--- src/rtl/flash_irq_pkg.sv ---
package flash_irq_pkg;
    localparam int STAT_W     = 12;
    localparam int B_TX_EMPTY = 0;
    localparam int B_TX_FULL  = 1;
    localparam int B_TX_THR   = 2;
    localparam int B_RX_EMPTY = 3;
    localparam int B_RX_FULL  = 4;
    localparam int B_RX_THR   = 5;
    localparam int B_DESC     = 9;
    localparam int B_PKT      = 10;
    localparam int B_DMA_ERR  = 11;
    localparam logic [STAT_W-1:0] STAT_IMPL = 12'hE3F;

    localparam int THR_W      = 5;
    localparam int TX_THR_LSB = 8;
    localparam int RX_THR_LSB = 0;
    localparam int THR_OUT_W  = TX_THR_LSB + THR_W;
    localparam logic [THR_W-1:0] THR_INIT = 5'd1;

    localparam int SRST_BIT   = 16;
    localparam int WDATA_W    = SRST_BIT + 1;

    typedef enum logic [1:0] {
        SEL_ENABLE = 2'd0,
        SEL_SIGEN  = 2'd1,
        SEL_THRESH = 2'd2,
        SEL_CTRL   = 2'd3
    } reg_sel_e;

    typedef struct packed {
        logic [STAT_W-1:0] en;
        logic [STAT_W-1:0] sig;
        logic [THR_W-1:0]  tx_thr;
        logic [THR_W-1:0]  rx_thr;
    } cfg_t;
endpackage

--- src/rtl/flash_irq_level_flags.sv ---
module flash_irq_level_flags
    import flash_irq_pkg::*;
#(
    parameter int FIFO_DEPTH = 16,
    parameter int LVL_W      = 5,
    parameter bit FILL_SIDE  = 1'b0   // 0: drain side (tx), 1: fill side (rx)
) (
    input  logic [LVL_W-1:0] level_i,
    input  logic [THR_W-1:0] thr_i,
    output logic             empty_o,
    output logic             full_o,
    output logic             thr_hit_o
);
    assign empty_o = (level_i == '0);
    assign full_o  = (int'(level_i) == FIFO_DEPTH);

    generate
        if (FILL_SIDE) begin : g_fill
            assign thr_hit_o = (int'(level_i) >= int'(thr_i));
        end else begin : g_drain
            assign thr_hit_o = (int'(level_i) <= int'(thr_i));
        end
    endgenerate
endmodule

--- src/rtl/flash_irq_sreset.sv ---
module flash_irq_sreset #(
    parameter  int RST_CYCLES = 4,
    localparam int CNT_W      = $clog2(RST_CYCLES + 1)
) (
    input  logic clk,
    input  logic rst_n,
    input  logic start_i,
    output logic busy_o
);
    typedef struct packed {
        logic             busy;
        logic [CNT_W-1:0] cnt;
    } seq_t;

    seq_t s_d, s_q;

    always_comb begin
        s_d = s_q;
        if (start_i) begin
            s_d.busy = 1'b1;
            s_d.cnt  = CNT_W'(RST_CYCLES - 1);
        end else if (s_q.busy) begin
            if (s_q.cnt == '0) begin
                s_d.busy = 1'b0;
            end else begin
                s_d.cnt = s_q.cnt - 1'b1;
            end
        end
    end

    always_ff @(posedge clk or negedge rst_n) begin
        if (!rst_n) begin
            s_q <= '0;
        end else begin
            s_q <= s_d;
        end
    end

    assign busy_o = s_q.busy;
endmodule

--- src/rtl/flash_irq_cfg.sv ---
module flash_irq_cfg
    import flash_irq_pkg::*;
(
    input  logic               clk,
    input  logic               rst_n,
    input  logic               wr_en_i,
    input  reg_sel_e           wr_sel_i,
    input  logic [WDATA_W-1:0] wr_data_i,
    input  logic               hold_i,
    output cfg_t               cfg_o
);
    cfg_t c_d, c_q;

    always_comb begin
        c_d = c_q;
        if (wr_en_i && wr_sel_i == SEL_ENABLE) begin
            c_d.en = wr_data_i[STAT_W-1:0] & STAT_IMPL;
        end
        if (wr_en_i && wr_sel_i == SEL_SIGEN) begin
            c_d.sig = wr_data_i[STAT_W-1:0] & STAT_IMPL;
        end
        if (hold_i) begin
            c_d.tx_thr = THR_INIT;
            c_d.rx_thr = THR_INIT;
        end else if (wr_en_i && wr_sel_i == SEL_THRESH) begin
            c_d.tx_thr = wr_data_i[TX_THR_LSB +: THR_W];
            c_d.rx_thr = wr_data_i[RX_THR_LSB +: THR_W];
        end
    end

    always_ff @(posedge clk or negedge rst_n) begin
        if (!rst_n) begin
            c_q        <= '0;
            c_q.tx_thr <= THR_INIT;
            c_q.rx_thr <= THR_INIT;
        end else begin
            c_q <= c_d;
        end
    end

    assign cfg_o = c_q;
endmodule

--- src/rtl/flash_irq_sticky.sv ---
module flash_irq_sticky
    import flash_irq_pkg::*;
(
    input  logic              clk,
    input  logic              rst_n,
    input  logic [STAT_W-1:0] event_i,
    input  logic              clear_i,
    output logic [STAT_W-1:0] stat_o
);
    logic [STAT_W-1:0] stat_d, stat_q;

    always_comb begin
        if (clear_i) begin
            stat_d = '0;
        end else begin
            stat_d = stat_q | (event_i & STAT_IMPL);
        end
    end

    always_ff @(posedge clk or negedge rst_n) begin
        if (!rst_n) begin
            stat_q <= '0;
        end else begin
            stat_q <= stat_d;
        end
    end

    assign stat_o = stat_q;
endmodule

--- src/rtl/flash_irq_ctrl.sv ---
module flash_irq_ctrl
    import flash_irq_pkg::*;
#(
    parameter  int FIFO_DEPTH = 16,
    parameter  int RST_CYCLES = 4,
    localparam int LVL_W      = $clog2(FIFO_DEPTH + 1)
) (
    input  logic                 clk,
    input  logic                 rst_n,
    input  logic [LVL_W-1:0]     tx_level_i,
    input  logic [LVL_W-1:0]     rx_level_i,
    input  logic                 desc_done_i,
    input  logic                 pkt_done_i,
    input  logic                 dma_err_i,
    input  logic                 wr_en_i,
    input  logic [1:0]           wr_sel_i,
    input  logic [WDATA_W-1:0]   wr_data_i,
    output logic [STAT_W-1:0]    stat_o,
    output logic                 irq_o,
    output logic                 busy_o,
    output logic [THR_OUT_W-1:0] thr_o
);
    reg_sel_e          sel;
    cfg_t              cfg;
    logic              srst_start;
    logic              srst_busy;
    logic              hold;
    logic [STAT_W-1:0] events;
    logic [STAT_W-1:0] stat;
    logic              tx_empty, tx_full, tx_thr_hit;
    logic              rx_empty, rx_full, rx_thr_hit;

    assign sel        = reg_sel_e'(wr_sel_i);
    assign srst_start = wr_en_i && (sel == SEL_CTRL) && wr_data_i[SRST_BIT];
    assign hold       = srst_start || srst_busy;

    flash_irq_level_flags #(
        .FIFO_DEPTH (FIFO_DEPTH),
        .LVL_W      (LVL_W),
        .FILL_SIDE  (1'b0)
    ) u_tx_flags (
        .level_i   (tx_level_i),
        .thr_i     (cfg.tx_thr),
        .empty_o   (tx_empty),
        .full_o    (tx_full),
        .thr_hit_o (tx_thr_hit)
    );

    flash_irq_level_flags #(
        .FIFO_DEPTH (FIFO_DEPTH),
        .LVL_W      (LVL_W),
        .FILL_SIDE  (1'b1)
    ) u_rx_flags (
        .level_i   (rx_level_i),
        .thr_i     (cfg.rx_thr),
        .empty_o   (rx_empty),
        .full_o    (rx_full),
        .thr_hit_o (rx_thr_hit)
    );

    always_comb begin
        events             = '0;
        events[B_TX_EMPTY] = tx_empty;
        events[B_TX_FULL]  = tx_full;
        events[B_TX_THR]   = tx_thr_hit;
        events[B_RX_EMPTY] = rx_empty;
        events[B_RX_FULL]  = rx_full;
        events[B_RX_THR]   = rx_thr_hit;
        events[B_DESC]     = desc_done_i;
        events[B_PKT]      = pkt_done_i;
        events[B_DMA_ERR]  = dma_err_i;
    end

    flash_irq_sreset #(
        .RST_CYCLES (RST_CYCLES)
    ) u_sreset (
        .clk     (clk),
        .rst_n   (rst_n),
        .start_i (srst_start),
        .busy_o  (srst_busy)
    );

    flash_irq_cfg u_cfg (
        .clk       (clk),
        .rst_n     (rst_n),
        .wr_en_i   (wr_en_i),
        .wr_sel_i  (sel),
        .wr_data_i (wr_data_i),
        .hold_i    (hold),
        .cfg_o     (cfg)
    );

    flash_irq_sticky u_sticky (
        .clk     (clk),
        .rst_n   (rst_n),
        .event_i (events),
        .clear_i (hold),
        .stat_o  (stat)
    );

    always_comb begin
        thr_o                          = '0;
        thr_o[TX_THR_LSB +: THR_W]     = cfg.tx_thr;
        thr_o[RX_THR_LSB +: THR_W]     = cfg.rx_thr;
    end

    assign stat_o = stat;
    assign irq_o  = |(stat & cfg.en & cfg.sig);
    assign busy_o = srst_busy;
endmodule

--- config.mk ---
export PLATFORM = sky130hd
export DESIGN_NAME = flash_irq_ctrl
export DESIGN_NICKNAME = d
export VERILOG_FILES = /design/src/rtl/flash_irq_pkg.sv /design/src/rtl/flash_irq_level_flags.sv /design/src/rtl/flash_irq_sreset.sv /design/src/rtl/flash_irq_cfg.sv /design/src/rtl/flash_irq_sticky.sv /design/src/rtl/flash_irq_ctrl.sv
export SDC_FILE = /design/constraint.sdc
export NUM_CORES = 1
export LEC_CHECK = 0
export BUFFER_PORTS_ARGS = -buffer_cell sky130_fd_sc_hd__buf_2
export CORE_MARGIN = 2
export CORE_UTILIZATION = 53
export CTS_BUF_LIST = sky130_fd_sc_hd__clkbuf_4
export DETAILED_ROUTE_END_ITERATION = 6
export GPL_ROUTABILITY_DRIVEN = 0
export PLACE_DENSITY = 0.93
export RECOVER_POWER = 50
export SLEW_MARGIN = 20
export SYNTH_ARGS = -nofsm -noshare
export SYNTH_HDL_FRONTEND = slang
export SYNTH_SLANG_ARGS = --single-unit
--- constraint.sdc ---
create_clock -name clk -period 1.6 [get_ports clk]
set_input_delay 0.24 -clock clk [delete_from_list [all_inputs] [get_ports clk]]
set_output_delay 0.24 -clock clk [all_outputs]
set_load 0.03 [all_outputs]
==> results.cfg, run 1 <==
[run_status]
status = finished with violations
failed_checks = negative setup slack

[timing]
timing.clock.skew_ns = 0.00973
hold_viol_final = 0
max_slew_margin_pct = 34.9
drv_slew = 0
setup_viol = 1
maximum_operating_frequency_ghz = 0.550
layout_worst_path_cycle_share_pct = 114
final_period_minus_worst_setup_slack_ns = 1.82
worst-slew-pin-transition_ns = 0.976
final.setup.tns_ns = -0.220
layout_setup_ws_ns = -0.220
rsz0062_at_grt = yes

[min_path]
min_path_cells = 3
hold_path_class = in2reg

[global_routing]
global_route_congestion_overflow_total = 0
antenna_found_initial = 0
grt_max_degree = 42
grt.total_usage_pct = 21.7
first_global_vias = 1439
global_route_wire_length_before_repair_microns = 6790

[yosys]
synth.top_cell.area_share_pct = 47.4
synth_seq_cells = 41
post_synth.cell_area_avg_sq_um = 11.2
synth.lib_cells_used.distinct = 33
synthCells = 184
synth.cell_area_sq_mm = 0.00206
synth.area.top_cells = dfrtp_1 47%, mux2_2 9.8%, ha_1 7.3%
synth_warnings = 0
post_synth_edffs = 0
postSynth.asyncResetShare_pct = 100
yosysTopAreaCell = dfrtp_1
sequential_area_share_after_synthesis_pct = 49.9
synthFlopType = dfrtp_1

[floorplan]
std_cell_rows = 22
io_pins = 62
die_area_sq_mm = 0.00440
initial_utilization_pct = 55.8
coreArea_sq_mm = 0.00369
chipWidth_microns = 66.3
die_h_microns = 66.3

[worst_setup_path]
worst_r2r_path_depth = 5
worstSetupStartpointType = flop
timing_worst_setup_path_type = reg2out
crit_arrival_ns = 1.58
nature_of_the_critical_path_endpoint = output port
worstPathRequired_ns = 1.36
max_fanout_on_critical_path = 3

[placed_design]
port-buffer-count = 50
place.detailed.hpwl_microns = 3120
place_inst = 272

[clocking]
ctsHtreeMaxLevel = 2
cts_buffer_count = 5
root_buf_cell = clkbuf_4
cts_sinks = 41
number_of_buffers_on_the_longest_clock_path = 2
clock_insertion_delay_worst_skew_ns = 0.36
cts_tree = yes
worst_setup_hold_path_clk_slew_ns = 0.12

[route]
dr.pass1.iters = 4
finalWirelength_microns = 4300
dr.first_iter.drc_count = 60
drt_via_density = 5.28
drcViolationCount = 0
final_antenna_net_count = 0
wire_length_per_cell_after_detailed_routing_microns = 15.3
routed-via-count = 1485

[final_layout]
layout.cells.most_common = buf_2
fraction_of_layout_cells_with_a_size_suffix_above_1_pct = 36.1
diodes = 0
finalNonFillerCells = 281
syn2layout_area_growth_pct = 15.7
final_cell_mix = 48 x buf_2, 39 x dfrtp_1, 18 x nor2_1, 18 x mux2_2, 16 x inv_1
nNetsFinal = 279

[power_and_ir_drop]
power_density_mw_per_mm2 = 1540
p_leak_nw = 1.24
max-vdd-ir-drop_v = 0.00100

[flow_run]
maxcap_violations = 0
where the power goes:
group / internal [mW] / total [mW] / leakage [nW] / switching, mW
sequential: 1.32 / 1.52 / 0.504 / 0.206
combinational: 0.501 / 1.32 / 0.682 / 0.823
clock: 0.484 / 0.833 / 0.0552 / 0.349
repair_timing:
action                     in CTS  in global routing
hold endpoints to repair       39                  0
setup buffers                   0                  0
hold buffers                    1                  0
gates resized for setup         2                  1
setup endpoints to repair       1                  2
metal layers:
layer / up-vias / wire (microns) / track usage (%)
li1: 698 / - / -
met1: 715 / 1790 / 26.9
met2: 66 / 2110 / 35.5
met3: 6 / 339 / 6.47
met4: 0 / 68 / 8.16
met5: - / 0 / 0
metrics by stage:
stage | area, sq um | power, mW | hold slack (ns) | setup slack (ns) | utilization, %
finish | 2380 | 3.68 | 0.0953 | -0.220 | 64.6
global route | 2380 | 3.91 | 0.0801 | -0.305 | 64.6
CTS | 2390 | 3.70 | 0.0863 | -0.208 | 64.9
detailed placement | 2270 | 2.84 | 0.326 | 0.121 | 61.7
global placement | 2270 | 2.76 | 0.320 | 0.140 | 61.7
floorplan | 2080 | 2.49 | -0.0556 | 0.126 | -
worst max-delay path, cell delays in order, from the launching register on:
cell      delay [ns]
dfrtp_1         0.42
nand3_1         0.09
nand4_1         0.14
a311oi_1        0.26
nand4_1         0.15
buf_6           0.16
sequential cells by signal (all words and copies together) (netlist names):
| name | count |
|---|---|
| u_sreset.s_q | 3 |
| u_sreset.busy_o | 1 |
| u_cfg.cfg_o | 28 |
| u_sticky.stat_o | 9 |
cell usage after synthesis (2+ instances only):
cell,count
nand2b_1,2
nor2_1,18
dfstp_2,2
a211oi_1,2
o21ai_0,5
mux2_2,18
nand3_1,7
mux2i_1,10
ha_1,12
nor4_1,2
a21oi_1,7
nand2_1,7
dfrtp_1,39
nand4_1,2
inv_1,16
buf_4,18
path summary, 6_finish.rpt:
kind | slack [ns] | endpoint | from
setup / recovery | -0.22 | irq_o | u_sticky.stat_o[11]
hold / removal | 0.1 | u_sticky.stat_o[11] | dma_err_i
setup reg to reg | 0.12 | u_sticky.stat_o[5] | u_cfg.cfg_o[0]
hold reg to reg | 0.52 | u_cfg.cfg_o[26] | u_cfg.cfg_o[26]
max in group asynchronous | 0.35 | u_cfg.cfg_o[11] | rst_n
min in group asynchronous | 0.64 | u_sticky.stat_o[5] | rst_n
logic make-up after synthesis:
logic type	count (synthesis)	share of synthesized area [%]
and+or+nand+nor	47	11.9
DFF	41	49.9
buffers and inverters	36	10.3
muxes	28	14.7
AOI/OAI and AO/OA	18	5.29
adders and majority gates	12	7.29
other	1	0.182
xor gates and xnor gates	1	0.425
area by class of cell:
type / count / area [sq um]
fillers: 303 / 1310
flip-flops and latches: 41 / 1030
multi-input cells: 112 / 835
repair buffers: 56 / 297
clock inverters: 3 / 65.1
inverters: 16 / 60.1
well taps: 48 / 60.1
clock buffers: 5 / 37.5
Power figures use the tool's default switching activity.
==> run 2, diff against run 1 <==
- SETUP_SLACK_MARGIN: not set -> 0.2
==> run 2 against run 1 <==
Highest routed layer unchanged. Combinational power grew 12%. First-iteration DRC count fell by 12%. The run still ends with negative setup slack left. Routed wire length down 3.3%. Largest power group unchanged. Maximum frequency grew 5.0%. Largest cell class unchanged. Die area did not move. Critical path depth shrank 1. Final area is 3.5% higher. Flip-flop and latch count is the same. Hold slack got worse by 0.00064 ns.
==> results.cfg, run 2 (synthesis gave the netlist of run 1 again) <==
[placed_design]
place_inst = 273
port-buffer-count = 50
instance_area_after_placement_sq_mm = 0.00229
place.detailed.hpwl_microns = 3060

[clocking]
cts_sinks = 41
cts_buffer_count = 5
ctsHtreeMaxLevel = 2
cts_tree = yes
root_buf_cell = clkbuf_4
clock_insertion_delay_worst_skew_ns = 0.35
number_of_buffers_on_the_longest_clock_path = 2
worst_setup_hold_path_clk_slew_ns = 0.12

[worst_setup_path]
worst_r2r_path_depth = 5
crit_arrival_ns = 1.49
crit_buf_inv = 1
critical_path.cell_chain = and3_1 > a311oi_2 > nand4_1 > buf_6
critical-path-slowest-cell = dfrtp_2
cp_slowest_stage_delay_ns = 0.44
max_fanout_on_critical_path = 3
cpLargestDelayFamily = flip-flops
worstSetupStartpointType = flop
worstPathRequired_ns = 1.36
timing_worst_setup_path_type = reg2out
cp_num_cells = 4
nature_of_the_critical_path_endpoint = output port

[route]
final_antenna_net_count = 0
routed-via-count = 1489
dr.first_iter.drc_count = 53
finalWirelength_microns = 4160
wire_length_per_cell_after_detailed_routing_microns = 14.3
drt_via_density = 5.12
dr.pass1.iters = 4
drcViolationCount = 0

[flow_run]
maxcap_violations = 0

[global_routing]
grt_max_degree = 31
global_route_wire_length_before_repair_microns = 6670
antenna_found_initial = 0
grt.total_usage_pct = 20.5
first_global_vias = 1506
global_route_congestion_overflow_total = 0

[power_and_ir_drop]
power_density_mw_per_mm2 = 1420
switchingPower_mw = 1.39
power_frac_seq_pct = 43.1
max-vdd-ir-drop_v = 0.000824
clock_power_share_pct = 14.5
p_leak_nw = 1.27
internal-power_mw = 2.10
totalPowerFinal_mw = 3.50
power.share.switching_pct = 39.9
combPwrFrac_pct = 42.4

[floorplan]
io_pins = 62
coreArea_sq_mm = 0.00369
std_cell_rows = 22
die_h_microns = 66.3
chipWidth_microns = 66.3
die_area_sq_mm = 0.00440
initial_utilization_pct = 55.8

[timing]
final.setup.tns_ns = -0.132
drv_slew = 0
worst-slew-pin-transition_ns = 0.720
hold_viol_final = 0
max_slew_margin_pct = 52.0
layout_setup_ws_ns = -0.132
timing.clock.skew_ns = 0.0121
maximum_operating_frequency_ghz = 0.577
setup_viol = 1
layout_worst_path_cycle_share_pct = 108
rsz0062_at_grt = yes
final_period_minus_worst_setup_slack_ns = 1.73

[final_layout]
filler_cell_count = 304
finalNonFillerCells = 291
final_cell_mix = 44 x buf_2, 35 x dfrtp_1, 18 x nor2_1, 18 x mux2_2, 15 x inv_1
fraction_of_layout_cells_with_a_size_suffix_above_1_pct = 42.0
fin_util_pct = 66.8
layout.cells.most_common = buf_2
diodes = 0
nNetsFinal = 289
finalInstanceArea_sq_mm = 0.00246
syn2layout_area_growth_pct = 19.7
largest_register_ffs = 28

[min_path]
hold_path_class = in2reg
min_path_cells = 3

[run_status]
failed_checks = negative setup slack
status = finished with violations
run 2: changes by cell type in the layout (fill, tap and decap cells not counted), moves of 2 or more:
cell,before,now
buf_2,48,44
buf_4,3,13
buf_6,1,3
bufinv_16,2,0
dfrtp_1,39,35
dfrtp_2,0,4
nand3_1,7,5
nand3_2,0,2
o21ai_0,5,3
o21ai_1,0,2
run 2: what timing repair did:
| action | 4_1_cts | 5_1_grt |
|---|---|---|
| resized for setup | 11 | 4 |
| endpoints found under the hold margin | 26 | 0 |
| hold buffers | 1 | 0 |
| endpoints found under the setup margin | 3 | 6 |
| pin swaps | 5 | 7 |
| buffers inserted | 8 | 1 |
| gates cloned | 0 | 0 |
run 2: final timing paths:
| kind | startpoint | end | slack (ns) |
|---|---|---|---|
| min reg2reg | u_sreset.s_q[1] | u_sreset.s_q[1] | 0.52 |
| max | u_sticky.stat_o[4] | irq_o | -0.13 |
| max reg2reg | u_cfg.cfg_o[0] | u_sticky.stat_o[5] | 0.15 |
| min | dma_err_i | u_sticky.stat_o[11] | 0.09 |
| min in group asynchronous | rst_n | u_cfg.cfg_o[1] | 0.47 |
| max in group asynchronous | rst_n | u_cfg.cfg_o[25] | 0.54 |
run 2: metal layers:
layer	share of wire, %	track usage, %	vias to the layer above	wire length (microns)
li1	-	-	728	-
met5	0	0	-	0
met3	5.4	4.60	6	223
met2	50	35.6	49	2100
met1	43	25.3	706	1770
met4	1.5	6.12	0	64
run 2: through the flow:
step / hold WS (ns) / setup slack, ns
floorplan: -0.0556 / 0.178
global placement: 0.294 / 0.151
detailed placement: 0.308 / 0.135
CTS: 0.0913 / -0.206
global route: 0.0983 / -0.231
finish: 0.0947 / -0.132
run 2: tightest hold or removal path: stages:
cell and delay, ns:
buf_2 0.07, nor2_1 0.03, nor2_1 0.07
run 2: cell type report:
type	instances	area (sq um)	area share, %
timing repair buffer	66	385	15.6
tap	48	60.1	2.44
multi-input combinational	112	871	35.3
inverter	16	60.1	2.44
clock inverter	3	17.5	0.711
clock buffer	5	37.5	1.52
sequential	41	1030	41.9
run 2: power groups by stage:
| stage | Clock, mW | Combinational (mW) | Sequential [mW] |
|---|---|---|---|
| 2_1_floorplan | 0 | 0.827 | 1.67 |
| 3_3_place_gp | 0 | 1.25 | 1.52 |
| 3_5_place_dp | 0 | 1.29 | 1.54 |
| 4_1_cts | 0.511 | 1.48 | 1.50 |
| 5_1_grt | 0.565 | 1.62 | 1.54 |
| 6_report | 0.509 | 1.48 | 1.51 |
==> run 3, diff against run 2 <==
- clock period: 1.6 -> 1.72 ns (I/O delays scaled with it)
==> run 3 against run 2 <==
The run still ends with negative setup slack left. Highest routed layer unchanged. Die area unchanged. Clock power decreased by 10%. Cell count decreased by 3.4%. Via count decreased by 2.0%. Hold slack improved by 0.024 ns. Global-route usage decreased by 0.12 points. Critical endpoint unchanged. Sequential power decreased by 7%. Critical path type unchanged.
==> results.cfg, run 3 (synthesis gave the netlist of run 1 again) <==
[timing]
timing.clock.skew_ns = 0.00563
layout_setup_ws_ns = -0.157
maximum_operating_frequency_ghz = 0.533
layout_worst_path_cycle_share_pct = 109
worst-slew-pin-transition_ns = 1.08
rsz0062_at_grt = yes
setup_viol = 1
final_period_minus_worst_setup_slack_ns = 1.88
max_slew_margin_pct = 27.7
hold_viol_final = 0
drv_slew = 0

[global_routing]
use_met3_pct = 5.28
grt_max_degree = 22
grt_busiest_layer = met2
global_route.usage.met1_pct = 25.0
first_global_vias = 1415
global_route_congestion_overflow_total = 0
global_route_wire_length_before_repair_microns = 6580
antenna_found_initial = 0
grt.total_usage_pct = 20.4
grt.met2_usage_pct = 35.5

[floorplan]
coreArea_sq_mm = 0.00369
chipWidth_microns = 66.3
io_pins = 62
std_cell_rows = 22
die_area_sq_mm = 0.00440
initial_utilization_pct = 55.8
die_h_microns = 66.3

[worst_setup_path]
worst_r2r_path_depth = 5
timing_worst_setup_path_type = reg2out
nature_of_the_critical_path_endpoint = output port
worstPathRequired_ns = 1.46
max_fanout_on_critical_path = 3
worstSetupStartpointType = flop
crit_arrival_ns = 1.62

[clocking]
cts_buffer_count = 5
cts_sinks = 41
root_buf_cell = clkbuf_4
ctsHtreeMaxLevel = 2
clock_insertion_delay_worst_skew_ns = 0.35
cts_tree = yes
worst_setup_hold_path_clk_slew_ns = 0.10
number_of_buffers_on_the_longest_clock_path = 2

[final_layout]
nNetsFinal = 280
diodes = 0
final_cell_mix = 47 x buf_2, 39 x dfrtp_1, 18 x nor2_1, 18 x mux2_2, 16 x inv_1
syn2layout_area_growth_pct = 14.0
fin_util_pct = 63.7
fraction_of_layout_cells_with_a_size_suffix_above_1_pct = 35.6
largest_register_ffs = 28
layout.cells.most_common = buf_2

[min_path]
min_path_cells = 3
hold_path_class = in2reg

[placed_design]
port-buffer-count = 50
dp_worst_setup_slack_ns = 0.253
place.detailed.hpwl_microns = 3080

[run_status]
failed_checks = negative setup slack
status = finished with violations

[route]
dr.first_iter.drc_count = 33
drt_via_density = 5.19
wire_length_per_cell_after_detailed_routing_microns = 14.5
routed-via-count = 1459
dr.pass1.iters = 4
final_antenna_net_count = 0
drcViolationCount = 0
finalWirelength_microns = 4080

[power_and_ir_drop]
power_density_mw_per_mm2 = 1320
max-vdd-ir-drop_v = 0.000752
p_leak_nw = 1.22

[flow_run]
maxcap_violations = 0
## run 3: cell count changes in the layout (fill, tap and decap cells not counted), moves of 2 or more
cell	previous run	this run
dfrtp_1	35	39
buf_6	3	1
dfrtp_2	4	0
clkinv_2	2	0
buf_4	13	4
buf_2	44	47
## run 3: final timing paths
kind	end	from	slack, ns
min in group asynchronous	u_sreset.s_q[0]	rst_n	0.61
max in group asynchronous	u_cfg.cfg_o[5]	rst_n	0.09
worst max register to register	u_sticky.stat_o[5]	u_cfg.cfg_o[0]	0.27
worst max-delay path	irq_o	u_sticky.stat_o[11]	-0.16
worst min-delay path	u_sticky.stat_o[11]	dma_err_i	0.12
worst min register to register	u_cfg.cfg_o[14]	u_cfg.cfg_o[14]	0.51
## run 3: metrics by stage
step | TNS (ns) | power, mW | cell area (sq um) | hold slack (ns) | std cells
after floorplan | 0 | 2.31 | 2080 | -0.0376 | 189
after global placement | 0 | 2.55 | 2280 | 0.237 | 271
after detailed placement | 0 | 2.61 | 2280 | 0.241 | 271
after CTS | -0.117 | 3.10 | 2340 | 0.106 | 279
after global routing | -2.14 | 3.34 | 2350 | 0.121 | 281
final | -0.157 | 3.11 | 2350 | 0.119 | 281
## run 3: layer usage
metal / vias up / share of wire, % / wire, microns
met2: 44 / 51 / 2080
met4: 0 / 1.6 / 66
li1: 708 / - / -
met3: 6 / 5.4 / 219
met5: - / 0 / 0
met1: 701 / 42 / 1720
## run 3: cell type report
type                       instances  area [sq um]
fill                             336          1340
clock buffer                       6          45.0
tap                               48          60.1
multi-input combinational        112           846
timing repair buffer              57           305
sequential                        41          1030
clock inverter                     1          3.75
inverter                          16          60.1
## run 3: repair_timing
action	CTS	global route
resized for setup	2	5
setup buffers	0	2
hold buffers	1	0
cloned	0	0
pin swaps	0	1
hold endpoints to repair	20	0
endpoints found under the setup margin	1	3
## run 3: power by group
part,switching [mW],internal (mW)
sequential,0.182,1.22
combinational,0.774,0.475
clock,0.292,0.164
## run 3: critical path, stage by stage, from the launching register on
cell	delay [ns]
dfrtp_1	0.42
nand3_1	0.09
nand4_1	0.16
a311oi_2	0.24
nand4_1	0.17
buf_6	0.18
